==> src/rtl/mtr_pkg.sv <==
// Shared constants, types and the overlap-precedence function for the
// memory type range resolver. Assumes type codes are 8 bits wide.
package mtr_pkg;

    localparam logic [7:0] MT_UC    = 8'h00;
    localparam logic [7:0] MT_WC    = 8'h01;
    localparam logic [7:0] MT_WT    = 8'h04;
    localparam logic [7:0] MT_WP    = 8'h05;
    localparam logic [7:0] MT_WB    = 8'h06;
    localparam logic [7:0] MT_MIXED = 8'hFE;
    localparam logic [7:0] MT_OFF   = 8'hFF;

    // Fixed table layout: 8 x 64K, 16 x 16K, 64 x 4K entries.
    localparam int FIX_SLOTS = 88;
    localparam int FIX_IDX_W = 7;

    typedef enum logic [2:0] {
        CFG_CTRL = 3'd0,
        CFG_FIX  = 3'd1,
        CFG_BASE = 3'd2,
        CFG_MASK = 3'd3,
        CFG_TOM2 = 3'd4
    } cfg_kind_e;

    typedef enum logic [2:0] {
        ST_IDLE,
        ST_PRE,
        ST_SCAN,
        ST_POST,
        ST_FIN
    } scan_state_e;

    typedef struct packed {
        logic [7:0] ty;
        logic       conflict;
    } merge_t;

    // Fold a newly matching type into the accumulated one.
    function automatic merge_t merge_types(input logic have,
                                           input logic [7:0] acc,
                                           input logic [7:0] cur);
        merge_t r;
        r.ty       = acc;
        r.conflict = 1'b0;
        if (!have) begin
            r.ty = cur;
        end else if (acc == MT_UC || cur == MT_UC) begin
            r.ty       = MT_UC;
            r.conflict = 1'b1;
        end else if ((acc == MT_WB && cur == MT_WT) ||
                     (acc == MT_WT && cur == MT_WB)) begin
            r.ty = MT_WT;
        end else if (acc != cur) begin
            r.ty       = MT_UC;
            r.conflict = 1'b1;
        end
        return r;
    endfunction

endpackage

==> src/rtl/mtr_cfg_store.sv <==
// Configuration storage: control word, fixed type table, variable region
// base/mask words and the top-of-memory-2 boundary. Writes outside the
// populated index range are dropped. Assumes one write per cycle.
module mtr_cfg_store
    import mtr_pkg::*;
#(
    parameter int ADDR_W    = 40,
    parameter int NUM_VAR   = 8,
    parameter int CFG_IDX_W = 7
) (
    input  logic                                clk,
    input  logic                                rst_n,
    input  logic                                we,
    input  logic [2:0]                          kind,
    input  logic [CFG_IDX_W-1:0]                idx,
    input  logic [ADDR_W-1:0]                   data,
    output logic                                loaded,
    output logic [7:0]                          def_type,
    output logic                                fix_en,
    output logic                                var_en,
    output logic                                fix_present,
    output logic [ADDR_W-1:0]                   tom2,
    output logic [FIX_SLOTS-1:0][7:0]           fix_tab,
    output logic [NUM_VAR-1:0][ADDR_W-1:0]      base_w,
    output logic [NUM_VAR-1:0][ADDR_W-1:0]      mask_w
);

    logic wr_ctrl, wr_fix, wr_base, wr_mask, wr_tom2;

    // Decode the write kind once for all storage below.
    always_comb begin
        wr_ctrl = we && (cfg_kind_e'(kind) == CFG_CTRL);
        wr_fix  = we && (cfg_kind_e'(kind) == CFG_FIX);
        wr_base = we && (cfg_kind_e'(kind) == CFG_BASE);
        wr_mask = we && (cfg_kind_e'(kind) == CFG_MASK);
        wr_tom2 = we && (cfg_kind_e'(kind) == CFG_TOM2);
    end

    // Control word and the loaded flag it sets.
    always_ff @(posedge clk) begin
        if (!rst_n) begin
            loaded      <= 1'b0;
            def_type    <= 8'h00;
            fix_en      <= 1'b0;
            var_en      <= 1'b0;
            fix_present <= 1'b0;
        end else if (wr_ctrl) begin
            loaded      <= 1'b1;
            def_type    <= data[7:0];
            fix_en      <= data[8];
            var_en      <= data[9];
            fix_present <= data[10];
        end
    end

    // Top-of-memory-2 boundary register.
    always_ff @(posedge clk) begin
        if (!rst_n) begin
            tom2 <= '0;
        end else if (wr_tom2) begin
            tom2 <= data;
        end
    end

    // One byte register per fixed table slot.
    for (genvar g = 0; g < FIX_SLOTS; g++) begin : g_fix
        always_ff @(posedge clk) begin
            if (!rst_n) begin
                fix_tab[g] <= 8'h00;
            end else if (wr_fix && idx == CFG_IDX_W'(g)) begin
                fix_tab[g] <= data[7:0];
            end
        end
    end

    // Base and mask word pair per variable region.
    for (genvar v = 0; v < NUM_VAR; v++) begin : g_var
        always_ff @(posedge clk) begin
            if (!rst_n) begin
                base_w[v] <= '0;
                mask_w[v] <= '0;
            end else begin
                if (wr_base && idx == CFG_IDX_W'(v)) base_w[v] <= data;
                if (wr_mask && idx == CFG_IDX_W'(v)) mask_w[v] <= data;
            end
        end
    end

endmodule

==> src/rtl/mtr_fixed_index.sv <==
// Maps a start address to a fixed table slot across the three
// granularities (64K, 16K, 4K). Assumes ADDR_W of at least 21.
module mtr_fixed_index
    import mtr_pkg::*;
#(
    parameter int ADDR_W = 40
) (
    input  logic [ADDR_W-1:0]    addr,
    output logic                 in_fixed,
    output logic [FIX_IDX_W-1:0] slot
);

    localparam logic [ADDR_W-1:0] LIM_64K = ADDR_W'(32'h0008_0000);
    localparam logic [ADDR_W-1:0] LIM_16K = ADDR_W'(32'h000C_0000);
    localparam logic [ADDR_W-1:0] LIM_ALL = ADDR_W'(32'h0010_0000);

    // Select the segment and compute the slot from the address bits.
    always_comb begin
        in_fixed = (addr < LIM_ALL);
        if (addr < LIM_64K) begin
            slot = FIX_IDX_W'(addr[18:16]);
        end else if (addr < LIM_16K) begin
            slot = FIX_IDX_W'(addr[17:14]) + FIX_IDX_W'(8);
        end else begin
            slot = FIX_IDX_W'(addr[17:12]) + FIX_IDX_W'(24);
        end
    end

endmodule

==> src/rtl/mtr_range_match.sv <==
// Compares one variable region against the latched start and inclusive
// end addresses. Page offset bits 11:0 are excluded from the comparison.
module mtr_range_match #(
    parameter int ADDR_W = 40
) (
    input  logic [ADDR_W-1:0] base_w,
    input  logic [ADDR_W-1:0] mask_w,
    input  logic [ADDR_W-1:0] s_addr,
    input  logic [ADDR_W-1:0] e_addr,
    output logic              active,
    output logic              s_hit,
    output logic              e_hit,
    output logic [7:0]        ty
);

    localparam logic [ADDR_W-1:0] PAGE_KEEP = ~ADDR_W'(12'hFFF);

    logic [ADDR_W-1:0] m_eff;
    logic [ADDR_W-1:0] b_eff;

    // Mask out page offsets, then test both ends of the range.
    always_comb begin
        m_eff  = mask_w & PAGE_KEEP;
        b_eff  = base_w & m_eff;
        active = mask_w[11];
        ty     = base_w[7:0];
        s_hit  = ((s_addr & m_eff) == b_eff);
        e_hit  = ((e_addr & m_eff) == b_eff);
    end

endmodule

==> src/rtl/mtr_scan_ctrl.sv <==
// Sequencer for one lookup: latch the request, take the early exits
// (off, fixed table, variables disabled), scan one region per cycle,
// apply the top-of-memory-2 override, then pulse done. Assumes the
// configuration is stable for the duration of a lookup.
module mtr_scan_ctrl
    import mtr_pkg::*;
#(
    parameter int ADDR_W  = 40,
    parameter int NUM_VAR = 8,
    parameter int VIDX_W  = 3
) (
    input  logic              clk,
    input  logic              rst_n,
    input  logic              req_start,
    input  logic [ADDR_W-1:0] req_base,
    input  logic [ADDR_W-1:0] req_end,
    input  logic              loaded,
    input  logic [7:0]        def_type,
    input  logic              fix_en,
    input  logic              var_en,
    input  logic              fix_present,
    input  logic [ADDR_W-1:0] tom2,
    input  logic              fix_hit,
    input  logic [7:0]        fix_type,
    input  logic              v_active,
    input  logic              v_s_hit,
    input  logic              v_e_hit,
    input  logic [7:0]        v_ty,
    output logic [ADDR_W-1:0] s_q,
    output logic [ADDR_W-1:0] e_q,
    output logic [VIDX_W-1:0] scan_idx,
    output logic              busy,
    output logic              done,
    output logic [7:0]        result
);

    localparam logic [VIDX_W-1:0] LAST_IDX = VIDX_W'(NUM_VAR - 1);
    localparam logic [ADDR_W-1:0] FOUR_GIB = {{(ADDR_W-33){1'b0}}, 1'b1, 32'h0};

    scan_state_e state;
    logic        have_q;
    logic [7:0]  acc_q;
    logic [7:0]  res_q;
    merge_t      mrg;
    logic        in_tom2;

    // Precedence merge of the current region against the accumulator.
    always_comb begin
        mrg     = merge_types(have_q, acc_q, v_ty);
        in_tom2 = (tom2 != '0) && (s_q >= FOUR_GIB) && (e_q < tom2);
    end

    // Lookup state machine and result accumulation.
    always_ff @(posedge clk) begin
        if (!rst_n) begin
            state    <= ST_IDLE;
            s_q      <= '0;
            e_q      <= '0;
            scan_idx <= '0;
            have_q   <= 1'b0;
            acc_q    <= 8'h00;
            res_q    <= 8'h00;
        end else begin
            case (state)
                ST_IDLE: begin
                    if (req_start) begin
                        s_q   <= req_base;
                        e_q   <= req_end - ADDR_W'(1);
                        state <= ST_PRE;
                    end
                end
                ST_PRE: begin
                    scan_idx <= '0;
                    have_q   <= 1'b0;
                    acc_q    <= 8'h00;
                    if (!loaded || (!fix_en && !var_en)) begin
                        res_q <= MT_OFF;
                        state <= ST_FIN;
                    end else if (fix_present && fix_en && fix_hit) begin
                        res_q <= fix_type;
                        state <= ST_FIN;
                    end else if (!var_en) begin
                        res_q <= def_type;
                        state <= ST_FIN;
                    end else begin
                        state <= ST_SCAN;
                    end
                end
                ST_SCAN: begin
                    if (v_active && (v_s_hit != v_e_hit)) begin
                        res_q <= MT_MIXED;
                        state <= ST_FIN;
                    end else if (v_active && v_s_hit && mrg.conflict) begin
                        res_q <= MT_UC;
                        state <= ST_FIN;
                    end else begin
                        if (v_active && v_s_hit) begin
                            acc_q  <= mrg.ty;
                            have_q <= 1'b1;
                        end
                        if (scan_idx == LAST_IDX) begin
                            state <= ST_POST;
                        end else begin
                            scan_idx <= scan_idx + VIDX_W'(1);
                        end
                    end
                end
                ST_POST: begin
                    if (in_tom2) begin
                        res_q <= MT_WB;
                    end else if (have_q) begin
                        res_q <= acc_q;
                    end else begin
                        res_q <= def_type;
                    end
                    state <= ST_FIN;
                end
                ST_FIN: begin
                    state <= ST_IDLE;
                end
                default: begin
                    state <= ST_IDLE;
                end
            endcase
        end
    end

    // Handshake outputs follow the state register directly.
    always_comb begin
        busy   = (state != ST_IDLE);
        done   = (state == ST_FIN);
        result = res_q;
    end

endmodule

==> src/rtl/memtype_resolver.sv <==
// Top of the memory type range resolver: ties configuration storage,
// fixed table indexing, a single shared region comparator and the scan
// sequencer together. Assumes ADDR_W > 32 and configuration writes only
// while idle.
module memtype_resolver
    import mtr_pkg::*;
#(
    parameter  int ADDR_W    = 40,
    parameter  int NUM_VAR   = 8,
    localparam int VIDX_W    = (NUM_VAR > 1) ? $clog2(NUM_VAR) : 1,
    localparam int CFG_IDX_W = (FIX_IDX_W > VIDX_W) ? FIX_IDX_W : VIDX_W
) (
    input  logic                 clk,
    input  logic                 rst_n,
    input  logic                 cfg_we,
    input  logic [2:0]           cfg_kind,
    input  logic [CFG_IDX_W-1:0] cfg_idx,
    input  logic [ADDR_W-1:0]    cfg_data,
    input  logic                 req_start,
    input  logic [ADDR_W-1:0]    req_base,
    input  logic [ADDR_W-1:0]    req_end,
    output logic                 busy,
    output logic                 done,
    output logic [7:0]           result
);

    logic                           loaded;
    logic [7:0]                     def_type;
    logic                           fix_en;
    logic                           var_en;
    logic                           fix_present;
    logic [ADDR_W-1:0]              tom2;
    logic [FIX_SLOTS-1:0][7:0]      fix_tab;
    logic [NUM_VAR-1:0][ADDR_W-1:0] base_w;
    logic [NUM_VAR-1:0][ADDR_W-1:0] mask_w;

    logic [ADDR_W-1:0]    s_q;
    logic [ADDR_W-1:0]    e_q;
    logic [VIDX_W-1:0]    scan_idx;
    logic                 fix_hit;
    logic [FIX_IDX_W-1:0] fix_slot;
    logic [7:0]           fix_type;
    logic [ADDR_W-1:0]    sel_base;
    logic [ADDR_W-1:0]    sel_mask;
    logic                 v_active;
    logic                 v_s_hit;
    logic                 v_e_hit;
    logic [7:0]           v_ty;

    mtr_cfg_store #(
        .ADDR_W    (ADDR_W),
        .NUM_VAR   (NUM_VAR),
        .CFG_IDX_W (CFG_IDX_W)
    ) u_store (
        .clk         (clk),
        .rst_n       (rst_n),
        .we          (cfg_we),
        .kind        (cfg_kind),
        .idx         (cfg_idx),
        .data        (cfg_data),
        .loaded      (loaded),
        .def_type    (def_type),
        .fix_en      (fix_en),
        .var_en      (var_en),
        .fix_present (fix_present),
        .tom2        (tom2),
        .fix_tab     (fix_tab),
        .base_w      (base_w),
        .mask_w      (mask_w)
    );

    mtr_fixed_index #(
        .ADDR_W (ADDR_W)
    ) u_fix_idx (
        .addr     (s_q),
        .in_fixed (fix_hit),
        .slot     (fix_slot)
    );

    // Select the fixed byte and the region currently being scanned.
    always_comb begin
        fix_type = fix_tab[fix_slot];
        sel_base = base_w[scan_idx];
        sel_mask = mask_w[scan_idx];
    end

    mtr_range_match #(
        .ADDR_W (ADDR_W)
    ) u_match (
        .base_w (sel_base),
        .mask_w (sel_mask),
        .s_addr (s_q),
        .e_addr (e_q),
        .active (v_active),
        .s_hit  (v_s_hit),
        .e_hit  (v_e_hit),
        .ty     (v_ty)
    );

    mtr_scan_ctrl #(
        .ADDR_W  (ADDR_W),
        .NUM_VAR (NUM_VAR),
        .VIDX_W  (VIDX_W)
    ) u_ctrl (
        .clk         (clk),
        .rst_n       (rst_n),
        .req_start   (req_start),
        .req_base    (req_base),
        .req_end     (req_end),
        .loaded      (loaded),
        .def_type    (def_type),
        .fix_en      (fix_en),
        .var_en      (var_en),
        .fix_present (fix_present),
        .tom2        (tom2),
        .fix_hit     (fix_hit),
        .fix_type    (fix_type),
        .v_active    (v_active),
        .v_s_hit     (v_s_hit),
        .v_e_hit     (v_e_hit),
        .v_ty        (v_ty),
        .s_q         (s_q),
        .e_q         (e_q),
        .scan_idx    (scan_idx),
        .busy        (busy),
        .done        (done),
        .result      (result)
    );

endmodule

==> config.mk <==
export PLATFORM = sky130hd
export DESIGN_NAME = memtype_resolver
export DESIGN_NICKNAME = d
export VERILOG_FILES = /design/src/rtl/mtr_pkg.sv /design/src/rtl/mtr_cfg_store.sv /design/src/rtl/mtr_fixed_index.sv /design/src/rtl/mtr_range_match.sv /design/src/rtl/mtr_scan_ctrl.sv /design/src/rtl/memtype_resolver.sv
export SDC_FILE = /design/constraint.sdc
export NUM_CORES = 2
export LEC_CHECK = 0
export BUFFER_PORTS_ARGS = -buffer_cell sky130_fd_sc_hd__buf_2
export CAP_MARGIN = 0
export CORE_MARGIN = 3
export CORE_UTILIZATION = 61
export CTS_BUF_LIST = sky130_fd_sc_hd__clkbuf_2
export DETAILED_ROUTE_END_ITERATION = 10
export PLACE_DENSITY = 0.78
export SLEW_MARGIN = 10
export SYNTH_ARGS = -nofsm -noshare
export SYNTH_HDL_FRONTEND = slang
export SYNTH_HIERARCHICAL = 1
export SYNTH_SLANG_ARGS = --single-unit
==> constraint.sdc <==
create_clock -name clk -period 5.9 [get_ports clk]
set_input_delay 1.18 -clock clk [delete_from_list [all_inputs] [get_ports clk]]
set_output_delay 1.18 -clock clk [all_outputs]
set_load 0.02 [all_outputs]
After elaboration in Yosys (flattened, before gate mapping) --
Index checks and enable logic that the tools add are counted.
Word-level totals: bits in registers 1499, input port bits 134, word-level logic and storage cells 426
Cells by class: add/sub/neg operators 4, order comparisons 7, eq/ne operators 113, multiplexer cells 42, bitwise operators 3, reductions and logical operators 140
Operators by type and width (count):
- 40-bit binary-select mux with 3-bit select | 2
- 7-bit by 6-bit equality test with 1-bit output, second input constant | 32
- 7-bit equality test, second input constant | 24
- 40-bit bitwise AND | 3
- 1-bit logical AND | 119
- 7-bit by 5-bit equality test with 1-bit output, second input constant | 16
- 8-bit two-way mux | 13
- 40-bit equality test | 2
- 40-bit by 20-bit < comparator with 1-bit output, second input constant | 2
- 40-bit two-way mux | 2
- 8-bit binary-select mux with 7-bit select | 1
- 7-bit by 4-bit equality test with 1-bit output, second input constant | 8
- 40-bit by 33-bit >= comparator with 1-bit output, second input constant | 1
- 40-bit by 21-bit < comparator with 1-bit output, second input constant | 1
- 40-bit < comparator | 1
- 40-bit nonzero test | 1
- 40-bit by 1-bit subtractor with 40-bit output, second input constant | 1
- 8-bit by 3-bit equality test with 1-bit output, second input constant | 4
- 3-bit two-way mux | 10
- 7-bit by 3-bit equality test with 1-bit output, second input constant | 4
- 8-bit one-hot mux with 3 select lines | 1
- 9-bit two-way mux | 2
- 8-bit logical NOT | 2
- 8-bit one-hot mux with 2 select lines | 1
- 33 further kinds | 56

Depth between registers and ports, before layout --
word-level depth 12, gate-level depth with buffers 18

Cells and area by module --
The synthesis kept the hierarchy.
Modules (own cells, without submodules):
- mtr_cfg_store | times used 1, cells each 4803, area each 50717.4 um^2
- memtype_resolver | times used 1, cells each 746, area each 10472.5 um^2
- mtr_scan_ctrl | times used 1, cells each 761, area each 5973.2 um^2
- mtr_range_match | times used 1, cells each 103, area each 838.3 um^2
- mtr_fixed_index | times used 1, cells each 37, area each 260.2 um^2

Least setup slack after synthesis --
No wires, ideal clock.
path type register to register, start register u_ctrl.scan_idx[0], end register u_ctrl.res_q[0], in the netlist u_ctrl/result[0], setup time 0.122 ns, arrival time 4.185 ns, setup slack 1.593 ns, cell stages (with the launch flop) 19, buffers on the path 5, period minus slack after synthesis 4.307 ns, cell sequence dfxtp_1 > clkbuf_1 > buf_2 > buf_1 > mux4_2 > mux2_2 > xor2_1 > a22oi_1 > nand4_1 > nor4_2 > xor2_1 > and2_1 > clkbuf_1 > nor2_1 > o21ai_0 > o31a_1 > clkbuf_1 > a21o_1 > o22ai_1
RTL lines:
- start, declared | RTL line mtr_scan_ctrl.sv:31 | output logic [VIDX_W-1:0] scan_idx,
- start signal, assigned | RTL line mtr_scan_ctrl.sv:104 | scan_idx <= scan_idx + VIDX_W'(1);
- 40-bit binary-select mux with 3-bit select (*) | RTL line memtype_resolver.sv:83 | sel_base = base_w[scan_idx];
- 40-bit two-way mux (not written as such) (*) | RTL line memtype_resolver.sv:83
- net sel_base[24] | RTL line memtype_resolver.sv:43 | logic [ADDR_W-1:0] sel_base;
- 40-bit bitwise AND (*) | RTL line mtr_range_match.sv:24 | b_eff = base_w & m_eff;
- 40-bit equality test (*) | RTL line mtr_range_match.sv:27 | s_hit = ((s_addr & m_eff) == b_eff);
- net v_s_hit | RTL line memtype_resolver.sv:46 | logic v_s_hit;
- 1-bit inequality test or 1-bit logical AND (tied branches) | RTL line mtr_scan_ctrl.sv:90, mtr_scan_ctrl.sv:93
- 1-bit logical AND, on equally long branches | RTL line mtr_scan_ctrl.sv:90, mtr_scan_ctrl.sv:93
- 3-bit by 1-bit inequality test with 1-bit output (no line) or 8-bit two-way mux (tied branches)
- 3-bit AND reduction (no line) or 8-bit one-hot mux with 3 select lines (tied branches)
- end signal, assigned | RTL line mtr_scan_ctrl.sv:83 | res_q <= def_type;
- end signal, assigned | RTL line mtr_scan_ctrl.sv:112 | res_q <= acc_q;
- end signal, assigned | RTL line mtr_scan_ctrl.sv:114 | res_q <= def_type;
- end, declared | RTL line mtr_scan_ctrl.sv:43 | logic [7:0] res_q;
Mark *: on every way through the listed nets, which the timed path passes. The rest lies on a longest branch. The select of a mux whose other input is x is not followed. A chain may end at the register's enable or synchronous reset.

Worst setup path after layout --
start register u_ctrl.s_q[35], end register u_ctrl.res_q[2], in the netlist u_ctrl/result[2]
On the way: word-level cells in the longest chain between the ends 8
RTL lines:
- start, declared | RTL line mtr_scan_ctrl.sv:29 | output logic [ADDR_W-1:0] s_q,
- start signal, assigned | RTL line mtr_scan_ctrl.sv:67 | s_q <= req_base;
- 40-bit by 20-bit < comparator with 1-bit output | RTL line mtr_fixed_index.sv:22 | end else if (addr < LIM_16K) begin
- 7-bit two-way mux | RTL line mtr_fixed_index.sv:22
- 7-bit two-way mux (*) | RTL line mtr_fixed_index.sv:20 | if (addr < LIM_64K) begin
- net fix_slot[1] | RTL line memtype_resolver.sv:41 | logic [FIX_IDX_W-1:0] fix_slot;
- 8-bit binary-select mux with 7-bit select (*) | RTL line memtype_resolver.sv:82 | fix_type = fix_tab[fix_slot];
- 8-bit two-way mux (not written as such) (*) | RTL line memtype_resolver.sv:82
- net fix_type[2] | RTL line memtype_resolver.sv:42 | logic [7:0] fix_type;
- 8-bit two-way mux (*) | RTL line mtr_scan_ctrl.sv:79 | end else if (fix_present && fix_en && fix_hit) begin
- 8-bit two-way mux (*) | RTL line mtr_scan_ctrl.sv:76 | if (!loaded || (!fix_en && !var_en)) begin
- 8-bit one-hot mux with 3 select lines (*) | RTL line mtr_scan_ctrl.sv:64 | case (state)
- end signal, assigned | RTL line mtr_scan_ctrl.sv:80 | res_q <= fix_type;
- end signal, assigned | RTL line mtr_scan_ctrl.sv:83
- end signal, assigned | RTL line mtr_scan_ctrl.sv:112
Marked as above.

==> impl_metrics.ini <==
[worst_setup_path]
worstPathMaxFanout = 37
r2r_slack_ns = 0.73
critPathKind = flop to flop
required_ns = 7.39
r2r-start = u_ctrl/s_q[35]
arrival_ns = 6.66
endpoint_kind = flop
r2r-end = u_ctrl/result[2]
r2r_cells = 15
setup.worst_path.start_class = flop

[placement]
portBuffers = 131
place_ws_ns = 0.8115
place_congestion = 0.9716
dp_hpwl_microns = 104500

[clock_network]
root_buffer = clkbuf_2
cts_tree = built
cts_inserted_buffers = 353
htree_num_levels = 5
cts_setup_buffers = 0
clockBufferDepth = 4
cts_sinks = 1367
post_cts_resized = 0
clkLatencyLatePin_ns = 1.62
cts.clk_slew.worst_paths_ns = 0.12

[sta]
finalSetupTns_ns = 0
slew_headroom_pct = 13.21
drv_slew = 0
grt_setup_unrepaired = no
min_period_ns = 5.169
fin_ws_ns = 0.7309
setup_viol = 0
period_share_pct = 87.61
worst_pin_slew_ns = 1.302
fmax_ghz = 0.1935
fin_worst_skew_ns = 0.1660
finalHoldViolations = 0

[final_layout]
layout_commonest_cell = nand2_1
syn_to_final_growth_pct = 8.629
finalNetCount = 6336
most-common-layout-cells = nand2_1, dfxtp_1, mux2i_1
drive_gt1_share_pct = 20.17

[synthesis]
yosysWarnings = 6
synth_area_sq_mm = 0.06294
syn_inst = 5989
synth.avg_cell_area_sq_um = 10.51
syn_nets = 6166

[die]
die_h_microns = 327.2
die_w_microns = 327.2
rows = 117
core_area_sq_mm = 0.1020
ios = 144
die-area_sq_mm = 0.1071
start_util_pct = 61.69

[run_status]
outcome = finished, final reports clean

[power_and_ir_drop]
power_density_mw_per_mm2 = 250.5
intPower_mw = 12.28
clkPwrFrac_pct = 36.7
swShare_pct = 28.32
p_switching_mw = 4.851
power_frac_comb_pct = 8.7
power_frac_seq_pct = 54.5
p_leak_nw = 33.35
vdd_drop_max_v = 0.0002035

[run]
cap_violations = 0

[worst_hold_path]
hold_depth = 3
worstHoldPathType = primary input to flop
worstHoldEndpoint = u_ctrl/e_q[28]
hp-start = req_end[28]

[grt]
grt_pass1_wl_microns = 268700
grt_max_degree = 229
grt_pass1_vias = 48290
overflow = 0
gr-usage-all-layers_pct = 31.83
antenna_found_initial = 9

[detailed_routing]
wl_per_cell_microns = 22.40
vias = 47330
avgViaCountPerCell = 6.107
drtAntennaViolNets = 0
dr.pass1.iters = 10
drt_iter0_markers = 4514
drt-total-wl_microns = 173600
drc = 0
## metal layers
layer  track usage, %  share of wire [%]  vias up  wire length (microns)
met3            7.056                7.3      635                  12710
li1                 -                  -    21510                      -
met2            52.00                 47     1990                  82350
met4            19.76                6.3        4                  10860
met1            38.35                 39    23190                  67660
met5                0              0.016        -                     27
## sequential cells by signal, indices dropped and copies added, names as in the netlist
register,flops
u_store/fix_tab,704
u_store/base_w,288
u_store/mask_w,232
u_ctrl/e_q,40
u_store/tom2,40
u_ctrl/s_q,28
u_ctrl/acc_q,8
u_ctrl/result,8
u_store/def_type,8
u_ctrl/scan_idx,3
u_ctrl/state,3
u_ctrl/have_q,1
u_store/fix_en,1
u_store/fix_present,1
u_store/loaded,1
u_store/var_en,1
## worst max-delay path: stages (launching register included)
cell,delay [ns]
dfxtp_1,0.39
nor4_1,0.35
nand2_1,0.33
or2_4,0.40
a221oi_4,0.80
buf_4,0.62
mux4_2,0.39
mux2i_1,0.42
a221oi_1,0.18
o21ai_0,0.22
nand3_1,0.26
nand2_1,0.12
a31o_2,0.16
o211ai_1,0.11
a211oi_1,0.24
a21oi_1,0.10
## power groups by stage
stage	clock [mW]	combinational (mW)	sequential, mW
3_3_place_gp	0	1.35	9.55
6_report	6.29	1.50	9.34
2_1_floorplan	0	0.904	9.52
4_1_cts	6.39	1.44	9.33
3_5_place_dp	0	1.37	9.55
5_1_grt	6.88	1.56	9.34
## worst max-delay path by stage
stage / from / end / slack, ns / depth (start not counted)
floorplan: u_ctrl/scan_idx[0] / u_ctrl/result[0] / 1.75 / 18
global placement: u_ctrl/s_q[35] / u_ctrl/result[2] / 0.95 / 15
detailed placement: u_ctrl/s_q[35] / u_ctrl/result[6] / 0.81 / 14
CTS: u_ctrl/s_q[35] / u_ctrl/result[6] / 0.87 / 14
global route: u_ctrl/s_q[35] / u_ctrl/result[2] / 0.71 / 15
finish: u_ctrl/s_q[35] / u_ctrl/result[2] / 0.73 / 15
## layout make-up
type	instances	area (sq um)
Fill cell	7624	33660
Inverter	51	191.4
Multi-Input combinational cell	4023	33160
Tap cell	1368	1712
Clock inverter	80	531.8
Clock buffer	487	2437
Antenna cell	10	25.02
Timing Repair Buffer	363	2935
Sequential cell	1367	27380
## repair_timing
action / in CTS / in global routing
hold endpoints to repair: 147 / 0
hold buffers: 131 / 0
setup endpoints to repair: 0 / 0
## through the flow
step	total power, mW	area [sq um]	instances	utilization (%)	hold slack (ns)
6_report	17.13	68370	7749	67.01	0.1140
5_1_grt	17.78	68370	7746	67.00	0.006667
4_1_cts	17.16	68350	7739	66.99	0.001184
3_5_place_dp	10.91	64070	7041	62.79	0.4498
3_3_place_gp	10.90	64070	7041	62.79	0.4418
2_1_floorplan	10.43	62940	5989	-	0.4353
(Power assumes the default switching activity.)
